[src/rtl/bpcmp_bank.sv]
module bpcmp_bank #(
  parameter int NUM_CODE = 6,
  parameter int NUM_LIT  = 2,
  parameter int RA_W     = $clog2(NUM_CODE + 1)
) (
  input  logic                clk,
  input  logic                rst_n,
  input  logic                reg_we,
  input  logic [RA_W-1:0]     reg_addr,
  input  logic [31:0]         reg_wdata,
  output logic [31:0]         reg_rdata,
  input  logic                fetch_valid,
  input  logic [31:0]         fetch_addr,
  output logic                halt_req,
  output logic                remap_hit,
  output logic [NUM_CODE-1:0] hit_vec
);

  logic                unit_en;
  logic [1:0]          mode_q [NUM_CODE];
  logic [26:0]         cadr_q [NUM_CODE];
  logic [NUM_CODE-1:0] en_q;
  logic [NUM_CODE-1:0] brk;
  logic [NUM_CODE-1:0] rmp;

  wire ctrl_wr = reg_we && (reg_addr == '0) && reg_wdata[1];

  always_ff @(posedge clk or negedge rst_n)
    if (!rst_n) unit_en <= 1'b0;
    else if (ctrl_wr) unit_en <= reg_wdata[0];

  always_ff @(posedge clk or negedge rst_n) begin
    if (!rst_n) begin
      for (int k = 0; k < NUM_CODE; k++) begin
        mode_q[k] <= 2'b00;
        cadr_q[k] <= '0;
        en_q[k]   <= 1'b0;
      end
    end else begin
      for (int k = 0; k < NUM_CODE; k++) begin
        if (reg_we && reg_addr == RA_W'(k + 1)) begin
          mode_q[k] <= reg_wdata[31:30];
          cadr_q[k] <= reg_wdata[28:2];
          en_q[k]   <= reg_wdata[0];
        end
      end
    end
  end

  for (genvar i = 0; i < NUM_CODE; i++) begin : g_cmp
    wire amatch = unit_en && en_q[i] && (fetch_addr[28:2] == cadr_q[i]);
    assign brk[i] = amatch && (fetch_addr[1] ? mode_q[i][1] : mode_q[i][0]);
    assign rmp[i] = amatch && (mode_q[i] == 2'b00);
  end

  always_comb begin
    reg_rdata = '0;
    if (reg_addr == '0)
      reg_rdata = {17'd0, 3'd0, 4'(NUM_LIT), 4'(NUM_CODE), 3'd0, unit_en};
    else
      for (int k = 0; k < NUM_CODE; k++)
        if (reg_addr == RA_W'(k + 1))
          reg_rdata = {mode_q[k], 1'b0, cadr_q[k], 1'b0, en_q[k]};
  end

  always_ff @(posedge clk or negedge rst_n) begin
    if (!rst_n) begin
      halt_req  <= 1'b0;
      remap_hit <= 1'b0;
      hit_vec   <= '0;
    end else begin
      halt_req  <= fetch_valid && (|brk);
      remap_hit <= fetch_valid && (|rmp);
      hit_vec   <= fetch_valid ? brk : '0;
    end
  end

endmodule

[config.mk]
export PLATFORM = sky130hd
export DESIGN_NAME = bpcmp_bank
export DESIGN_NICKNAME = d
export VERILOG_FILES = /design/src/rtl/bpcmp_bank.sv
export SDC_FILE = /design/constraint.sdc
export NUM_CORES = 1
export LEC_CHECK = 0
export BUFFER_PORTS_ARGS = -buffer_cell sky130_fd_sc_hd__clkbuf_2
export CAP_MARGIN = 10
export CORE_MARGIN = 3
export CORE_UTILIZATION = 35
export DETAILED_ROUTE_END_ITERATION = 8
export PLACE_DENSITY = 0.54
export SYNTH_ARGS = -nofsm -noshare
export SYNTH_HDL_FRONTEND = slang
export SYNTH_SLANG_ARGS = --single-unit
[constraint.sdc]
create_clock -name clk -period 3.1 [get_ports clk]
set_input_delay 0.62 -clock clk [delete_from_list [all_inputs] [get_ports clk]]
set_output_delay 0.62 -clock clk [all_outputs]
set_load 0.1 [all_outputs]
; ---- After elaboration in Yosys (flattened, before gate mapping)
; Index checks and enable logic that the tools add are counted.
; W data, S select, Z words.
[classes]
n_mux = 14
n_bitwise = 0
n_addsub = 0
multipliers = 0
div = 0
magnitude_cmp = 0
n_eq_ne = 12
reduce_logical = 43
n_shift = 0
[op_table]
columns = cell, n
row1 = $mux W32, 7
row2 = $eq A27 B27 Y1, 6
row3 = $logic_and A1 B1 Y1, 34
row4 = $logic_not A2 Y1, 6
row5 = $reduce_or A6 Y1, 2
row6 = $eq A3 B3 Y1 const B, 3
row7 = $eq A3 B2 Y1 const B, 2
row8 = $mux W1, 6
row9 = $mux W6, 1
row10 = $eq A3 B1 Y1 const B, 1
row11 = $logic_not A3 Y1, 1
[totals]
rom_bits = 0
mem_bits_rw = 0
memories = 0
latchBits = 0
ff_bits = 189

; ---- Depth between registers and ports, before layout
; Gate-level depths: netlist of run 1.
[logic_depth]
word_depth = 8
mapped_depth = 8
ltp_nobuf = 5

; ---- Least setup slack after synthesis of run 1
; No wires, ideal clock.
[synth_path]
path_type = input -> output
startpoint = input port reg_addr[0]
endpoint = output port reg_rdata[5]
n_path_buf = 2
t_arrival_ns = 3.665
path_slack_ns = -1.185
stages = 6
path_cell_list = clkbuf_1 buf_1 mux2i_1 nand2_1 o21ai_0 o21ai_0
[synth_via]
elab_chain_cells = 8
[synth_lines]
columns = element, line
row1 = start: declaration, 9  ; input logic [RA_W-1:0] reg_addr,
row2 = $eq A3 B1 Y1, 62  ; if (reg_addr == RA_W'(k + 1))
row3 = $mux W32 (6 in series), 62
row4 = $mux W32 (*), 58  ; if (reg_addr == '0)
row5 = end: declaration, 11  ; output logic [31:0] reg_rdata,
; Mark *: on every way between the ends. The rest lies on a longest branch, timed or not.

; ---- Final worst setup path of run 1
[layout_path]
startpoint = input port reg_addr[0]
endpoint = output port reg_rdata[7]
; Same word-level chain as after synthesis.

==> results of run 1 <==
## power groups by stage
stage	Clock, W	Combinational (W)	Sequential, W
floorplan	0	0.00191	0.00338
global placement	0	0.00282	0.00350
detailed placement	0	0.00283	0.00352
CTS	0.00241	0.00284	0.00348
global route	0.00250	0.00300	0.00356
finish	0.00237	0.00284	0.00348
## worst max-delay path by stage
stage               slack (ns)  depth (start not counted)            end        start
finish                    0.29                          8   reg_rdata[7]  reg_addr[0]
global placement          0.34                          8   reg_rdata[7]  reg_addr[0]
floorplan                 0.05                          6  reg_rdata[11]  reg_addr[0]
detailed placement        0.33                          6  reg_rdata[19]  reg_addr[0]
CTS                       0.32                          6  reg_rdata[19]  reg_addr[0]
global route              0.22                          8   reg_rdata[7]  reg_addr[0]
## cell families after synthesis
logic type / count (synthesis) / share of synthesized area, %
buffers and inverters: 97 / 3.61
AO/OA/AOI/OAI: 151 / 8.05
AND/OR/NAND/NOR: 141 / 7.16
other: 1 / 0.0354
flip-flops: 189 / 44.6
multiplexers: 219 / 23.1
XOR/XNOR: 162 / 13.4
## registers in the layout, indices dropped and copies added, names as in the netlist
name and cells:
hit_vec 6, mode_q 12, cadr_q 162, remap_hit 1, halt_req 1, unit_en 1, en_q 6
## Yosys cell counts, drive strengths merged (2+ instances only)
cell type / instances
o32ai: 4
or4: 5
nand2b: 3
mux2i: 24
buf: 18
dfrtp: 189
o21ai: 51
nand2: 40
a221oi: 12
nand3: 6
xnor2: 35
nand4b: 2
nand4: 16
nor2: 18
clkbuf: 64
or3: 2
nor4: 35
o22ai: 14
o41a: 2
xor2: 127
and3b: 2
or2: 2
mux2: 194
a21oi: 68
nor3: 3
inv: 15
nor2b: 3
## through the flow
step,instance area (um2),instances,total power (W)
6_report,13000,1439,0.00869
4_1_cts,13000,1438,0.00873
3_3_place_gp,12400,1406,0.00631
5_1_grt,13000,1438,0.00905
3_5_place_dp,12400,1406,0.00635
2_1_floorplan,10900,961,0.00529
## metal layers
metal,wire length [um],vias to the layer above,part of all wire (%)
met2,16500,224,46
met1,15800,4013,44
met3,2430,64,6.8
met5,27,-,0.075
met4,959,4,2.7
li1,-,3539,-
## layout make-up
cell class	count	area, um2	share of cell area (%)
multi-input cells	675	5810	44.6
clock buffers	20	467	3.58
repair buffers	137	1330	10.2
flip-flops and latches	189	4730	36.3
well taps	390	488	3.74
diodes	1	2.50	0.0192
clock inverters	12	160	1.23
inverters	15	56.3	0.432
==> flow_summary.yaml, run 1 <==
pwr:
  p_per_area_nw_per_um2: 667
  clkPwrFrac_pct: 27.3
  p_leak_nw: 5.48
  intPower_w: 0.00553
  switching_share_pct: 36.4
  power_switching_w: 0.00316
  vdd_drop_max_uv: 434
  pwr-share-comb_pct: 32.7
  seqPwrFrac_pct: 40.0
global_route:
  gr-usage-met2_pct: 34.6
  use_met1_pct: 29.1
  grt_max_degree: 79
  grtUsageTotal_pct: 21.9
  use_met3_pct: 6.80
  grt_pass1_wl_mm: 53.3
  overflow: 0
  grt_pass1_vias: 8150
  antenna_found_initial: 2
  top_usage_layer: "met2"
setup_path:
  cpPeakStageDelay_ns: 0.29
  end_kind: "output pin"
  worstPathArrival_ns: 2.19
  path_class: "primary input to output pin"
  r2r_end: "halt_req"
  path_common_cell: "buf_4"
  critPathTopFamily: "buffers and inverters"
  crit_path_cell_trace: "buf_4 -> nor2b_2 -> buf_4 -> nand2_1 -> o21ai_0 -> a21oi_1 -> a21oi_4 -> buf_12"
  cp_num_buf_inv: 3
  cp.required_ns: 2.48
  rr_startpoint: "cadr_q[71]"
  reg2reg_slack_ns: 0.77
  crit_path_start_kind: "primary input"
  cp_max_fo: 19
  rr_worst_depth: 5
  critPathSlowestCell: "buf_4"
clock_network:
  htree_levels: 4
  cts_buffers: 17
  cts_setup_buffers: 0
  max-clock-path-buffers: 2
  cts_resized: 0
  cts_root_buf: "clkbuf_16"
  postCtsHoldBufs: 0
  clock_sinks: 189
  clk_latency_ns: 0.45
  tritoncts: "done"
  clkTransAtPathRegs_ns: 0.07
timing:
  period_share_pct: 90.7
  fin_crit_ns: 2.81
  setup_viol: 0
  relSlewSlack_pct: 28.3
  timing.fmax_ghz: 0.356
  setup_tns_ns: 0
  grt_setup_unrepaired: "no"
  setup_ws_ns: 0.289
  tightest_slew_ns: 1.08
  timing.hold.ws_ns: 0.211
  hold_violations: 0
  fin_skew_ns: 0.00851
  maxSlewViolCount: 0
logic_synthesis:
  synth_top_area_share_pct: 44.6
  yosysUniqueCellTypes: 40
  syn_avg_cell_area_um2: 11.0
  ys_ff_latch: 189
  synth_seq_area_share_pct: 44.6
  synth_area_leaders: "dfrtp_1, mux2_2, xor2_1, a21oi_1, xnor2_1"
  ys.flop_type: "dfrtp_1"
  synth_top_area_cell: "dfrtp_1"
  netlist_instances: 960
  synthArstFlopShare_pct: 100
  mappedNetlistArea_um2: 10600
  synth_edf_count: 0
  yosysWarnings: 0
layout:
  final_common_cell: "mux2_2"
  fin_util_pct: 43.9
  drive_gt1_share_pct: 38.5
  layout_common_cells: "mux2_2, dfrtp_1, xor2_1"
  area_growth_pct: 23.1
  layout.nets: 1106
  fillers: 2810
floorplanning:
  die_h_um: 180
  rows: 63
  start_util_pct: 35.6
  io_pins: 111
  die_w_um: 180
  dieArea_um2: 32400
  core_um2: 29700
routing:
  drt_iter0_markers: 563
  first_pass_iters: 4
  drc_errors: 0
  vias: 7844
  avgRoutedWirePerCell_um: 24.9
  wirelength_mm: 35.8
  via_per_inst: 5.45
  detail-route-antenna-nets: 0
worst_hold_path:
  hp-class: "primary input to async pin"
outcome:
  status: "complete, no violations"
placed_design:
  gp_congestion: 0.880
  dp_slack_ns: 0.329
  port_buffers: 103
  dp_hpwl_mm: 25.8
flow_run:
  max-cap-violations: 0
Note: power is estimated with default switching activity, not from simulation.
==> inputs of run 2 (changes only) <==
REMOVE_ABC_BUFFERS = 1   (was not set)
==> run 2 against run 1 <==
  * Register-to-register slack better by 0.13 ns
  * Critical endpoint is now reg_rdata[2]
  * Sequential share of layout area is 0.81 points higher
  * Fmax is 0.77% higher
  * Total power is 3.0% lower
  * Wire length is 6.5% lower
  * Non-clock buffer count is 1 lower
  * Die area stayed put
  * Cell count is 0.14% lower
==> flow_summary.yaml, run 2 (same netlist as run 1, synthesis figures left out) <==
global_route:
  overflow: 0
  grt_pass1_vias: 7855
  antenna_found_initial: 1
  grt_pass1_wl_mm: 50.5
  grtUsageTotal_pct: 20.5
  grt_max_degree: 65
pwr:
  power_switching_w: 0.00293
  p_per_area_nw_per_um2: 661
  seqPwrFrac_pct: 41.1
  clkPwrFrac_pct: 27.8
  intPower_w: 0.00550
  switching_share_pct: 34.8
  total_power_w: 0.00843
  pwr-share-comb_pct: 31.1
  p_leak_nw: 5.43
  vdd_drop_max_uv: 393
layout:
  final_common_cell: "mux2_2"
  layout_common_cells: "mux2_2, dfrtp_1, xor2_1"
  diodes: 0
  area_growth_pct: 20.4
  drive_gt1_share_pct: 35.6
  instances_no_fill: 1437
  largest-register: "cadr_q"
  layout.nets: 1105
  reg.largest.list: "cadr_q x162, mode_q x12"
  fin_util_pct: 42.9
  largest_reg_flops: 162
routing:
  avgRoutedWirePerCell_um: 23.3
  vias: 7757
  detail-route-antenna-nets: 0
  drc_errors: 0
  first_pass_iters: 5
  wirelength_mm: 33.4
  via_per_inst: 5.40
  drt_iter0_markers: 538
clock_network:
  max-clock-path-buffers: 2
  cts_buffers: 17
  cts_root_buf: "clkbuf_16"
  clk_latency_ns: 0.43
  postCtsHoldBufs: 0
  cts_resized: 0
  clock_sinks: 189
  cts_setup_buffers: 0
  tritoncts: "done"
  htree_levels: 4
  clkTransAtPathRegs_ns: 0.07
floorplanning:
  rows: 63
  die_h_um: 180
  start_util_pct: 35.6
  dieArea_um2: 32400
  io_pins: 111
  core_um2: 29700
  die_w_um: 180
outcome:
  status: "complete, no violations"
timing:
  grt_setup_unrepaired: "no"
  hold_violations: 0
  timing.hold.ws_ns: 0.157
  tightest_slew_ns: 0.639
  fin_skew_ns: 0.00647
  timing.fmax_ghz: 0.358
  period_share_pct: 90.0
  relSlewSlack_pct: 57.0
  maxSlewViolCount: 0
  fin_crit_ns: 2.79
  setup_viol: 0
placed_design:
  gp_congestion: 0.863
  port_buffers: 103
  dp.cells: 1405
  dp_hpwl_mm: 23.3
setup_path:
  critPathTopFamily: "buffers and inverters"
  critPathSlowestCell: "mux2_2"
  rr_startpoint: "cadr_q[116]"
  path_class: "primary input to output pin"
  cpPeakStageDelay_ns: 0.34
  crit_path_cell_trace: "buf_4 -> buf_12 -> buf_4 -> mux2_2 -> a221oi_1 -> a21oi_1 -> buf_12"
  cp_max_fo: 35
  worstPathArrival_ns: 2.17
  end_kind: "output pin"
  cp_num_buf_inv: 4
  crit_path_start_kind: "primary input"
  cp.required_ns: 2.48
  startpoint: "reg_addr[0]"
worst_hold_path:
  hp-class: "primary input to async pin"
flow_run:
  max-cap-violations: 0
-- run 2: through the flow --
stage                     area (um2)  TNS [ns]  setup slack (ns)
after floorplan                10300    -21.46            -0.759
after global placement         12100         0             0.331
after detailed placement       12100         0             0.319
after CTS                      12800         0             0.317
after global routing           12800         0             0.231
final                          12800         0             0.311
-- run 2: final timing paths --
path	endpoint	depth (start not counted)	slack [ns]
setup / recovery	reg_rdata[2]	7	0.31
hold / removal	cadr_q[106]	1	0.16
setup reg to reg	remap_hit	5	0.90
hold reg to reg	cadr_q[89]	1	0.55
max in group asynchronous	cadr_q[33]	2	2.11
min in group clk	halt_req	2	0.45
-- run 2: worst register-to-register path: cells and delay by family, from the launching register on --
family / cells / cell delay [ns]
DFF: 1 / 0.41
AOI/OAI and AO/OA: 2 / 0.55
and+or+nand+nor: 2 / 0.82
xor gates and xnor gates: 1 / 0.36
-- run 2: routing by layer --
metal	share of wire, %	GRT usage, %	wire [um]	vias to the layer above
met1	46	29.1	15500	3972
met2	48	33.2	16000	201
li1	-	-	-	3559
met4	1.5	4.58	502	0
met5	0	0	0	-
met3	4.4	3.26	1460	25
-- run 2: power groups by stage --
stage / registers [W] / logic (W) / clock network [W]
detailed placement: 0.00350 / 0.00262 / 0
global placement: 0.00348 / 0.00261 / 0
global route: 0.00354 / 0.00279 / 0.00249
CTS: 0.00346 / 0.00264 / 0.00238
floorplan: 0.00338 / 0.00169 / 0
finish: 0.00346 / 0.00263 / 0.00234
-- run 2: layout make-up --
type                            count  area [um2]
Tap cell                          390         488
Fill cell                        2796       17000
Sequential cell                   189        4730
Multi-Input combinational cell    675        5500
Clock buffer                       22         484
Timing Repair Buffer              136        1360
Clock inverter                     10         136
Inverter                           15        56.3
